`src/rtl/bitalias_pkg.sv`:
```
package bitalias_pkg;

    localparam int WORD_W = 32;
    localparam int BIDX_W = 5;

    typedef enum logic [2:0] {
        ST_IDLE,
        ST_READ,
        ST_WAIT,
        ST_WRITE,
        ST_RESP
    } ba_state_e;

endpackage

```
`src/rtl/bitalias_decode.sv`:
```
module bitalias_decode #(
    parameter int ADDR_W = 16,
    parameter int WIDX_W = 4
) (
    input  logic [ADDR_W-1:0] addr,
    output logic              is_alias,
    output logic              misaligned,
    output logic [WIDX_W-1:0] direct_widx,
    output logic [WIDX_W-1:0] alias_widx,
    output logic [4:0]        alias_bidx
);
    // alias offset layout: [WIDX_W+6:7] word, [6:2] bit, [1:0] must be zero
    always_comb begin
        is_alias    = addr[ADDR_W-1];
        misaligned  = addr[1:0] != 2'b00;
        direct_widx = addr[WIDX_W+1:2];
        alias_widx  = addr[WIDX_W+6:7];
        alias_bidx  = addr[6:2];
    end
endmodule

```
`src/rtl/bitalias_mem.sv`:
```
module bitalias_mem #(
    parameter int WORDS  = 16,
    parameter int WIDX_W = 4
) (
    input  logic              clk,
    input  logic              rst_n,
    input  logic              en,
    input  logic              we,
    input  logic [WIDX_W-1:0] addr,
    input  logic [31:0]       wdata,
    output logic [31:0]       rdata
);
    logic [31:0] store_q [WORDS];

    always_ff @(posedge clk or negedge rst_n) begin
        if (!rst_n) begin
            for (int i = 0; i < WORDS; i++) store_q[i] <= '0;
            rdata <= '0;
        end else if (en) begin
            if (we) store_q[addr] <= wdata;
            else    rdata         <= store_q[addr];
        end
    end
endmodule

```
`src/rtl/bitalias_ctrl.sv`:
```
module bitalias_ctrl
    import bitalias_pkg::*;
#(
    parameter int WIDX_W = 4
) (
    input  logic              clk,
    input  logic              rst_n,
    input  logic              req_valid,
    output logic              req_ready,
    input  logic              req_write,
    input  logic [31:0]       req_wdata,
    input  logic              dec_alias,
    input  logic              dec_misaligned,
    input  logic [WIDX_W-1:0] dec_direct_widx,
    input  logic [WIDX_W-1:0] dec_alias_widx,
    input  logic [4:0]        dec_alias_bidx,
    output logic              mem_en,
    output logic              mem_we,
    output logic [WIDX_W-1:0] mem_addr,
    output logic [31:0]       mem_wdata,
    input  logic [31:0]       mem_rdata,
    output logic              rsp_valid,
    output logic [31:0]       rsp_rdata,
    output logic              rsp_err
);
    typedef struct packed {
        ba_state_e         st;
        logic              write;
        logic              alias_acc;
        logic              err;
        logic [WIDX_W-1:0] widx;
        logic [4:0]        bidx;
        logic              newbit;
        logic [31:0]       word;
        logic [31:0]       orig;
    } ctrl_t;

    ctrl_t s_d, s_q;

    always_comb begin
        logic [31:0] merged;
        s_d       = s_q;
        merged    = mem_rdata;
        req_ready = (s_q.st == ST_IDLE);
        mem_en    = 1'b0;
        mem_we    = 1'b0;
        mem_addr  = s_q.widx;
        mem_wdata = s_q.word;
        rsp_valid = 1'b0;
        rsp_rdata = s_q.word;
        rsp_err   = s_q.err;
        unique case (s_q.st)
            ST_IDLE: begin
                if (req_valid) begin
                    s_d.write     = req_write;
                    s_d.alias_acc = dec_alias;
                    s_d.err       = dec_alias && dec_misaligned;
                    s_d.widx      = dec_alias ? dec_alias_widx : dec_direct_widx;
                    s_d.bidx      = dec_alias_bidx;
                    s_d.newbit    = req_wdata[0];
                    s_d.word      = (req_write && !dec_alias) ? req_wdata : '0;
                    s_d.orig      = '0;
                    if (dec_alias && dec_misaligned)  s_d.st = ST_RESP;
                    else if (req_write && !dec_alias) s_d.st = ST_WRITE;
                    else                              s_d.st = ST_READ;
                end
            end
            ST_READ: begin
                mem_en = 1'b1;
                s_d.st = ST_WAIT;
            end
            ST_WAIT: begin
                s_d.orig = mem_rdata;
                if (s_q.alias_acc && s_q.write) begin
                    merged[s_q.bidx] = s_q.newbit;
                    s_d.word = merged;
                    s_d.st   = ST_WRITE;
                end else if (s_q.alias_acc) begin
                    s_d.word = {31'b0, mem_rdata[s_q.bidx]};
                    s_d.st   = ST_RESP;
                end else begin
                    s_d.word = mem_rdata;
                    s_d.st   = ST_RESP;
                end
            end
            ST_WRITE: begin
                mem_en   = 1'b1;
                mem_we   = 1'b1;
                s_d.word = '0;
                s_d.st   = ST_RESP;
            end
            ST_RESP: begin
                rsp_valid = 1'b1;
                s_d.st    = ST_IDLE;
            end
            default: s_d.st = ST_IDLE;
        endcase
    end

    always_ff @(posedge clk or negedge rst_n) begin
        if (!rst_n) begin
            s_q      <= '0;
            s_q.st   <= ST_IDLE;
        end else begin
            s_q <= s_d;
        end
    end

    AST_RSP_SINGLE: assert property (@(posedge clk) disable iff (!rst_n)
        rsp_valid |=> !rsp_valid);
    AST_ALIAS_READ_ZERO_UPPER: assert property (@(posedge clk) disable iff (!rst_n)
        (rsp_valid && s_q.alias_acc && !s_q.write) |-> (rsp_rdata[31:1] == 31'b0));
    AST_RMW_ONE_BIT: assert property (@(posedge clk) disable iff (!rst_n)
        (mem_we && s_q.alias_acc) |-> ($countones(mem_wdata ^ s_q.orig) <= 1));
    AST_RMW_READ_FIRST: assert property (@(posedge clk) disable iff (!rst_n)
        (mem_we && s_q.alias_acc) |-> $past(mem_en && !mem_we, 2));
    AST_BUSY_NO_ACCEPT: assert property (@(posedge clk) disable iff (!rst_n)
        (mem_en || rsp_valid) |-> !req_ready);
endmodule

```
`src/rtl/bitalias_unit.sv`:
```
module bitalias_unit #(
    parameter int ADDR_W = 16,
    parameter int WORDS  = 16
) (
    input  logic              clk,
    input  logic              rst_n,
    input  logic              req_valid,
    output logic              req_ready,
    input  logic              req_write,
    input  logic [ADDR_W-1:0] req_addr,
    input  logic [31:0]       req_wdata,
    output logic              rsp_valid,
    output logic [31:0]       rsp_rdata,
    output logic              rsp_err
);
    localparam int WIDX_W = (WORDS > 1) ? $clog2(WORDS) : 1;

    logic              dec_alias, dec_mis;
    logic [WIDX_W-1:0] dec_dw, dec_aw;
    logic [4:0]        dec_bit;
    logic              mem_en, mem_we;
    logic [WIDX_W-1:0] mem_addr;
    logic [31:0]       mem_wdata, mem_rdata;

    bitalias_decode #(.ADDR_W(ADDR_W), .WIDX_W(WIDX_W)) u_dec (
        .addr(req_addr), .is_alias(dec_alias), .misaligned(dec_mis),
        .direct_widx(dec_dw), .alias_widx(dec_aw), .alias_bidx(dec_bit)
    );

    bitalias_ctrl #(.WIDX_W(WIDX_W)) u_ctrl (
        .clk(clk), .rst_n(rst_n),
        .req_valid(req_valid), .req_ready(req_ready),
        .req_write(req_write), .req_wdata(req_wdata),
        .dec_alias(dec_alias), .dec_misaligned(dec_mis),
        .dec_direct_widx(dec_dw), .dec_alias_widx(dec_aw), .dec_alias_bidx(dec_bit),
        .mem_en(mem_en), .mem_we(mem_we), .mem_addr(mem_addr),
        .mem_wdata(mem_wdata), .mem_rdata(mem_rdata),
        .rsp_valid(rsp_valid), .rsp_rdata(rsp_rdata), .rsp_err(rsp_err)
    );

    bitalias_mem #(.WORDS(WORDS), .WIDX_W(WIDX_W)) u_mem (
        .clk(clk), .rst_n(rst_n), .en(mem_en), .we(mem_we),
        .addr(mem_addr), .wdata(mem_wdata), .rdata(mem_rdata)
    );

    AST_ERR_NO_MEM: assert property (@(posedge clk) disable iff (!rst_n)
        (rsp_valid && rsp_err) |-> ($past(!mem_en) && rsp_rdata == 32'b0));
    AST_ACCEPT_DROPS_READY: assert property (@(posedge clk) disable iff (!rst_n)
        (req_valid && req_ready) |=> !req_ready);
endmodule

```
`config.mk`:
```
export PLATFORM = sky130hd
export DESIGN_NAME = bitalias_unit
export DESIGN_NICKNAME = d
export VERILOG_FILES = /design/src/rtl/bitalias_pkg.sv /design/src/rtl/bitalias_decode.sv /design/src/rtl/bitalias_mem.sv /design/src/rtl/bitalias_ctrl.sv /design/src/rtl/bitalias_unit.sv
export SDC_FILE = /design/constraint.sdc
export NUM_CORES = 1
export LEC_CHECK = 0
export BUFFER_PORTS_ARGS = -buffer_cell sky130_fd_sc_hd__buf_2
export CORE_AREA = 2 2 267 269
export CTS_BUF_LIST = sky130_fd_sc_hd__clkbuf_8
export CTS_CLUSTER_DIAMETER = 50
export CTS_CLUSTER_SIZE = 14
export DETAILED_ROUTE_END_ITERATION = 10
export DIE_AREA = 0 0 269 271
export GPL_TIMING_DRIVEN = 0
export PLACE_DENSITY = 0.54
export SYNTH_ARGS = -nofsm -noshare
export SYNTH_HDL_FRONTEND = slang
export SYNTH_SLANG_ARGS = --single-unit
```
`constraint.sdc`:
```
create_clock -name clk -period 5.1 [get_ports clk]
set_clock_uncertainty 0.1 [all_clocks]
set_input_delay 0.255 -clock clk [delete_from_list [all_inputs] [get_ports clk]]
set_output_delay 0.255 -clock clk [all_outputs]
set_load 0.02 [all_outputs]
```
Word level (Yosys, flattened, before mapping)
Index checks and enable logic that the tools add are counted.

word-level totals
  flip-flop bits (word level) = 592
  input bits = 52
  output and inout port bits = 35
  word-level logic and storage cells = 74

cells by class
  magnitude comparators = 4
  equal/unequal tests = 5
  mux-type cells = 24
  bitwise logic cells = 2
  reduce and logical (&&, ||, !) cells = 14

operators with widths
  operator                                                           count
  bitwise mux 512 bit                                                1
  2-to-1 mux 32 bit                                                  6
  binary-select mux 32 bit (select 4 bit)                            1
  demux 32 bit (select 4 bit)                                        1
  case mux 32 bit (3 select lines)                                   1
  2-to-1 mux 80 bit                                                  1
  bitwise mux 32 bit                                                 1
  case mux 3 bit (4 select lines)                                    1
  AND reduction 2 bit                                                4
  == test 3 x 2 -> 1 bit, second input constant                      2
  < comparator 5 x 6 -> 1 bit, second input constant                 1
  2-to-1 mux 3 bit                                                   2
  binary-select mux 1 bit (select 5 bit)                             1
  demux 1 bit (select 5 bit)                                         1
  greater-or-equal comparator 5 x 1 -> 1 bit, second input constant  1
  greater-or-equal comparator 5 bit, second input constant           1
  logical AND 1 bit                                                  5
  < comparator 5 x 1 -> 1 bit, second input constant                 1
  2-to-1 mux 1 bit                                                   5
  inverter 4 -> 5 bit                                                1
  2-to-1 mux 4 bit                                                   1
  == test 3 x 1 -> 1 bit, second input constant                      1
  == test 3 bit, second input constant                               1
  zero test 3 bit                                                    1
  7 further kinds                                                    7

Longest topological paths before layout
  depth in word-level cells = 7
  depth in mapped cells = 8
  depth with buffers taken out = 5

Hierarchy
Synthesis repeated with hierarchy kept, for this count alone.

second synthesis, totals
  cells, all modules = 2,144
  area total of the unflattened synthesis = 27,996.9 sq um

modules (own cells, without submodules)
  module           times used  cells an instance  area each (sq um)  seq. area each (sq um)
  bitalias_mem     1           1,685              24,207.0           13,613.1
  bitalias_ctrl    1           444                3,678.5            1,201.2
  bitalias_decode  1           15                 111.4              0.0

Worst setup path after synthesis
No wires, ideal clock.

  kind = register -> register
  from = register u_ctrl.s_q[77] (netlist bit)
  to = register u_ctrl.s_q (netlist bit u_ctrl.mem_wdata[1])
  setup time = 0.146 ns
  data arrival time = 1.960 ns
  required time = 4.854 ns
  path slack = 2.894 ns
  stages on the path, launching flop included = 9
  path buffers = 3
  clock period less this slack = 2.206 ns
  cell sequence = dfrtp_1 -> buf_2 -> nor3_1 -> and2_1 -> buf_2 -> nor2_1 -> clkbuf_1 -> nand2_1 -> o221ai_1

between the ends
  cells in the longest elaborated chain, start to end = 3
  elaborated cells between the ends (all ways) = 7
  classes of those cells = 3 x eq/ne; 1 x mux; 3 x reduce/logical

ends and longest elaborated chain
  item                                                                   RTL line             RTL
  start, declared                                                        bitalias_ctrl.sv:38  ctrl_t s_d, s_q;
  zero test 3 bit (*)                                                    --
  named net req_ready                                                    bitalias_unit.sv:8   output logic req_ready,
  inequality test 2 bit (no line) or nonzero test 3 bit (tied branches)  --
  AND reduction 2 bit (no line)                                          --

The timed path passes the listed nets; every way through them passes the cells marked *.
A chain may end at the register's enable or synchronous reset.

Worst setup path in the final report
  from = register u_ctrl.s_q (netlist bit u_ctrl.mem_addr[1])
  to = register u_mem.rdata[7]

between the ends
  cells in the longest elaborated chain, start to end = 4

ends and longest elaborated chain
  item                                                   RTL line            RTL
  inverter 4 -> 5 bit (implied by the code)              bitalias_mem.sv:21  else rdata <= store_q[addr];
  binary-select mux 32 bit (select 4 bit)                bitalias_mem.sv:21
  2-to-1 mux 32 bit (implied by the code) (2 in series)  bitalias_mem.sv:21
  end signal, assigned                                   bitalias_mem.sv:21
  end, declared                                          bitalias_mem.sv:11  output logic [31:0] rdata

No other way between the ends. The select of a mux whose other input is x is not followed.

==> results.md <==
| Item | This run | Unit |
| --- | --- | --- |
| Outcome | complete, no violations | - |
| H-tree levels | 3 | - |
| Detailed placer's ending HPWL | 54.57 | mm |
| Worst hold slack | 0.07671 | ns |
| End of the worst register-to-register path | u_mem.rdata[7] | - |
| Antenna violations before repair | 1 | - |
| Sequential-to-total area share from yosys stat | 0.5344 | - |
| Post-CTS repair timing setup buffer count | 0 | - |
| Gate count after technology mapping | 1919 | - |
| Worst slew margin relative to its limit | 0.1859 | - |
| Total standard cell area after synthesis | 27720 | sq um |
| Endpoint of the worst hold-timing path | u_ctrl.rsp_err | - |
| Ports placed on the boundary | 87 | - |
| Worst hold path stage count | 3 | - |
| Total global routing overflow | 0 | - |
| Number of buffers created by CTS | 76 | - |
| Area of the die | 72900 | sq um |
| YS warnings | 0 | - |
| Area of the placeable core | 69790 | sq um |
| Sequential fraction of design power | 0.406 | - |
| Crit path capture type | flip-flop | - |
| Number of gates resized after CTS | 0 | - |
| Final net count | 2187 | - |
| Nets in the synthesized netlist | 1971 | - |
| Post-placement worst setup slack | 1.963 | ns |
| Power share of the combinational group | 0.294 | - |
| Crit path max-delay family | buffers and inverters | - |
| Worst Setup Start Kind | flip-flop | - |
| Synth-to-Final Area Change | 14.38 | % |
| Top achievable clock speed | 317.8 | MHz |
| Maximum number of pins on one net before global-route repair | 130 | - |
| Count of clock tree sinks | 592 | - |
| Clock network power share | 0.300 | - |
| Clock slew at reported path FFs | 0.09 | ns |
| Worst reg-to-reg setup slack | 1.95 | ns |
| Post-route clock period utilization | 0.6170 | - |
| Required arrival time at the worst endpoint | 5.59 | ns |
| Delay of the slowest cell on the worst path | 0.94 | ns |
| Clock latency at the later pin of the worst-skew pair | 0.69 | ns |
| Source of the worst register-to-register timing path | u_ctrl.mem_addr[1] | - |
| Detailed-route vias per instance | 5.586 | - |
| Most Frequent Cell on Critical Path | sky130_fd_sc_hd__clkbuf_1 | - |
| GP Congestion | 0.8965 | - |
| Number of design-rule violations left by the first detailed-router iteration | 1459 | - |
| Number of routed nets with antenna violations | 0 | - |
| HP Start | req_addr[1] | - |
| Overall routing resource usage | 0.2321 | - |
| VDD IR-drop max | 208.1 | uV |
| Measured slew at the worst slew-check pin | 1.221 | ns |
| Number of buffers and inverters on the critical path | 2 | - |
| # setup viols final | 0 | - |
| Number of rows in the core area | 97 | - |
| Leak pwr | 15.02 | nW |
| Arrival time at the worst endpoint | 3.64 | ns |
| Maximum root-to-sink buffer count | 3 | - |
| Fraction of layout instances using a drive strength above 1 | 0.4495 | - |
| Sw frac | 0.3759 | - |
| # DRC | 0 | - |
| Number of hold violations in the final report | 0 | - |
| Die height | 271 | um |
| Clock root cell | sky130_fd_sc_hd__clkbuf_8 | - |
| Ordered cell list for the critical path | clkbuf_1 -> clkbuf_1 -> mux4_2 -> mux2i_1 -> nor3_1 -> a221o_1 | - |
| Int Power | 8.341 | mW |
| # port buffers | 81 | - |
| Post-detailed-route wirelength per cell | 26.47 | um |
| Hold buffers post-CTS | 52 | - |
| Count of final max-slew check failures | 0 | - |
| Tightest Hold Check Type | input port to flip-flop | - |
| Average footprint of a synthesized cell | 14.45 | sq um |
| Pre-Repair DR Iteration Count | 6 | - |
| Total length of routed wires | 83.10 | mm |
| Max-cap check violation count | 0 | - |
| Net switching power figure | 5.023 | mW |
| CTS tree | built | - |
| Unique cell type count in the Yosys netlist | 43 | - |
| First-pass GRT wire length | 123.2 | mm |
| Number of synthesized register bits | 592 | - |
| Via count | 17535 | - |
| Slowest CP cell | sky130_fd_sc_hd__clkbuf_1 | - |
| RSZ-0062 raised after global routing | false | - |
| Category of the most critical setup path | flip-flop to flip-flop | - |
| Starting Density | 0.3973 | - |
| Maximum fanout encountered on the critical timing path | 10 | - |
| Number of global-route vias before repair | 18271 | - |
| Pwr Density | 421.5 | nW/um^2 |
| Setup slack of the critical path after layout | 1.953 | ns |
| Worst r2r path cells | 6 | - |
| Tmin final | 3.147 | ns |
| Die width | 269 | um |
==> tightest hold or removal path, delay by kind of cell <==
| kind | cells | cell delay (ns) |
|---|---|---|
| AO/OA/AOI/OAI | 2 | 0.50 |
| buffers and inverters | 1 | 0.07 |
==> power groups by stage <==
stage | logic (mW) | registers, mW | clock network [mW]
2_1_floorplan | 2.45 | 5.36 | 0
3_3_place_gp | 3.80 | 5.49 | 0
3_5_place_dp | 3.89 | 5.51 | 0
4_1_cts | 3.95 | 5.42 | 4.11
5_1_grt | 4.18 | 5.48 | 4.32
6_report | 3.93 | 5.42 | 4.01
==> through the flow <==
stage / utilization / cell area (sq um) / power (mW) / setup TNS [ns] / std cells
2_1_floorplan: - / 27720 / 7.809 / 0 / 1919
3_3_place_gp: 0.4199 / 29300 / 9.294 / -4999.77 / 2940
3_5_place_dp: 0.4220 / 29450 / 9.396 / 0 / 2945
4_1_cts: 0.4544 / 31710 / 13.48 / 0 / 3138
5_1_grt: 0.4544 / 31710 / 13.97 / 0 / 3139
6_report: 0.4544 / 31710 / 13.36 / 0 / 3139
==> area by class of cell <==
type | count | area [sq um]
multi-input cells | 1123 | 11850
inverters | 2 | 7.507
repair buffers | 138 | 1074
fillers | 6334 | 38080
flip-flops and latches | 592 | 14810
plain buffers | 202 | 1047
diodes | 1 | 2.502
clock buffers | 84 | 1156
well taps | 940 | 1176
clock inverters | 57 | 579.3
==> registers in the layout, summed over array words and instances (netlist names) <==
name / flops
u_mem.rdata: 32
u_ctrl.rsp_err: 1
u_ctrl.s_q: 11
u_mem.store_q: 512
u_ctrl.mem_wdata: 32
u_ctrl.mem_addr: 4
==> Yosys cell counts <==
library cell | number | area share
sky130_fd_sc_hd__a2bb2oi_1 | 1 | 0.00032
sky130_fd_sc_hd__nand4b_1 | 1 | 0.00032
sky130_fd_sc_hd__nor2b_1 | 37 | 0.0083
sky130_fd_sc_hd__or3_1 | 1 | 0.00023
sky130_fd_sc_hd__nor2_4 | 2 | 0.00081
sky130_fd_sc_hd__and2_1 | 1 | 0.00023
sky130_fd_sc_hd__nand3_1 | 4 | 0.00072
sky130_fd_sc_hd__nor2_2 | 1 | 0.00023
sky130_fd_sc_hd__mux4_2 | 132 | 0.11
sky130_fd_sc_hd__buf_4 | 44 | 0.012
sky130_fd_sc_hd__nand2b_1 | 5 | 0.0011
sky130_fd_sc_hd__mux2_2 | 512 | 0.21
sky130_fd_sc_hd__or3_4 | 1 | 0.00041
sky130_fd_sc_hd__a221o_1 | 32 | 0.012
sky130_fd_sc_hd__nor3_2 | 1 | 0.00036
sky130_fd_sc_hd__and4_1 | 1 | 0.00032
sky130_fd_sc_hd__and3_1 | 1 | 0.00023
sky130_fd_sc_hd__mux2_1 | 33 | 0.013
sky130_fd_sc_hd__or2_0 | 1 | 0.00023
sky130_fd_sc_hd__o221ai_1 | 33 | 0.010
sky130_fd_sc_hd__o21ai_0 | 73 | 0.013
sky130_fd_sc_hd__buf_6 | 7 | 0.0028
sky130_fd_sc_hd__or2_2 | 3 | 0.00068
sky130_fd_sc_hd__and4b_1 | 1 | 0.00036
sky130_fd_sc_hd__nor4bb_1 | 1 | 0.00036
sky130_fd_sc_hd__or3b_2 | 3 | 0.00095
sky130_fd_sc_hd__buf_1 | 5 | 0.00068
sky130_fd_sc_hd__nor3b_2 | 1 | 0.00045
sky130_fd_sc_hd__a21oi_1 | 31 | 0.0056
sky130_fd_sc_hd__o31ai_1 | 1 | 0.00027
sky130_fd_sc_hd__nand4_1 | 1 | 0.00023
sky130_fd_sc_hd__o22ai_1 | 2 | 0.00045
sky130_fd_sc_hd__inv_1 | 2 | 0.00027
sky130_fd_sc_hd__nor3b_1 | 1 | 0.00027
sky130_fd_sc_hd__mux2i_1 | 45 | 0.016
sky130_fd_sc_hd__nand3b_1 | 3 | 0.00081
sky130_fd_sc_hd__nor3_4 | 1 | 0.00059
sky130_fd_sc_hd__nor3_1 | 35 | 0.0063
sky130_fd_sc_hd__buf_2 | 57 | 0.010
sky130_fd_sc_hd__nor2_1 | 10 | 0.0014
sky130_fd_sc_hd__nand2_1 | 111 | 0.015
sky130_fd_sc_hd__dfrtp_1 | 592 | 0.53
sky130_fd_sc_hd__clkbuf_1 | 89 | 0.012
==> cells by family (layout without fill, tap and decap cells) <==
| group | Yosys count | in the layout | synth area share |
|---|---|---|---|
| DFF | 592 | 592 | 0.5344 |
| muxes | 722 | 722 | 0.3449 |
| other | 0 | 1 | 0 |
| AOI/OAI and AO/OA | 173 | 173 | 0.04179 |
| and+or+nand+nor | 228 | 228 | 0.04094 |
| buffers and inverters | 204 | 483 | 0.03805 |
==> layer usage <==
metal	part of all wire	wire, um	track usage	up-vias
li1	-	-	-	7514
met1	0.46	38330	0.3415	9394
met2	0.46	37950	0.3519	516
met3	0.055	4549	0.03786	111
met4	0.027	2268	0.07061	0
met5	0	0	0	-
==> cells in the final DEF, fill, tap and decap left out, types with 4 or more instances in the layout <==
cell type	Yosys	routed
sky130_fd_sc_hd__clkinv_4	0	8
sky130_fd_sc_hd__buf_16	0	5
sky130_fd_sc_hd__mux2_2	512	512
sky130_fd_sc_hd__nand2_1	111	111
sky130_fd_sc_hd__dlygate4sd3_1	0	52
sky130_fd_sc_hd__nor3_1	35	35
sky130_fd_sc_hd__o21ai_0	73	73
sky130_fd_sc_hd__clkinv_2	0	5
sky130_fd_sc_hd__o221ai_1	33	33
sky130_fd_sc_hd__buf_6	7	7
sky130_fd_sc_hd__inv_1	2	6
sky130_fd_sc_hd__buf_4	44	44
sky130_fd_sc_hd__bufinv_16	0	5
sky130_fd_sc_hd__dfrtp_1	592	592
sky130_fd_sc_hd__clkbuf_8	0	84
sky130_fd_sc_hd__mux2_1	33	33
sky130_fd_sc_hd__inv_6	0	14
sky130_fd_sc_hd__clkinvlp_4	0	12
sky130_fd_sc_hd__nand3_1	4	4
sky130_fd_sc_hd__nor2_1	10	10
sky130_fd_sc_hd__nand2b_1	5	5
sky130_fd_sc_hd__clkbuf_1	89	89
sky130_fd_sc_hd__a221o_1	32	32
sky130_fd_sc_hd__inv_8	0	8
sky130_fd_sc_hd__buf_1	5	5
sky130_fd_sc_hd__mux2i_1	45	45
sky130_fd_sc_hd__a21oi_1	31	31
sky130_fd_sc_hd__buf_2	57	137
sky130_fd_sc_hd__mux4_2	132	132
sky130_fd_sc_hd__nor2b_1	37	37
==> worst max path at each step <==
stage / endpoint / cells after the start / start
6_report: u_mem.rdata[7] / 6 / u_ctrl.mem_addr[1]
5_1_grt: u_mem.rdata[5] / 6 / u_ctrl.mem_addr[1]
4_1_cts: u_mem.rdata[7] / 6 / u_ctrl.mem_addr[1]
3_3_place_gp: u_mem.store_q[399] / 1 / rst_n
3_5_place_dp: u_mem.rdata[7] / 6 / u_ctrl.mem_addr[1]
2_1_floorplan: u_ctrl.mem_wdata[1] / 8 / u_ctrl.s_q[77]
Note: power is estimated with default switching activity, not from simulation.
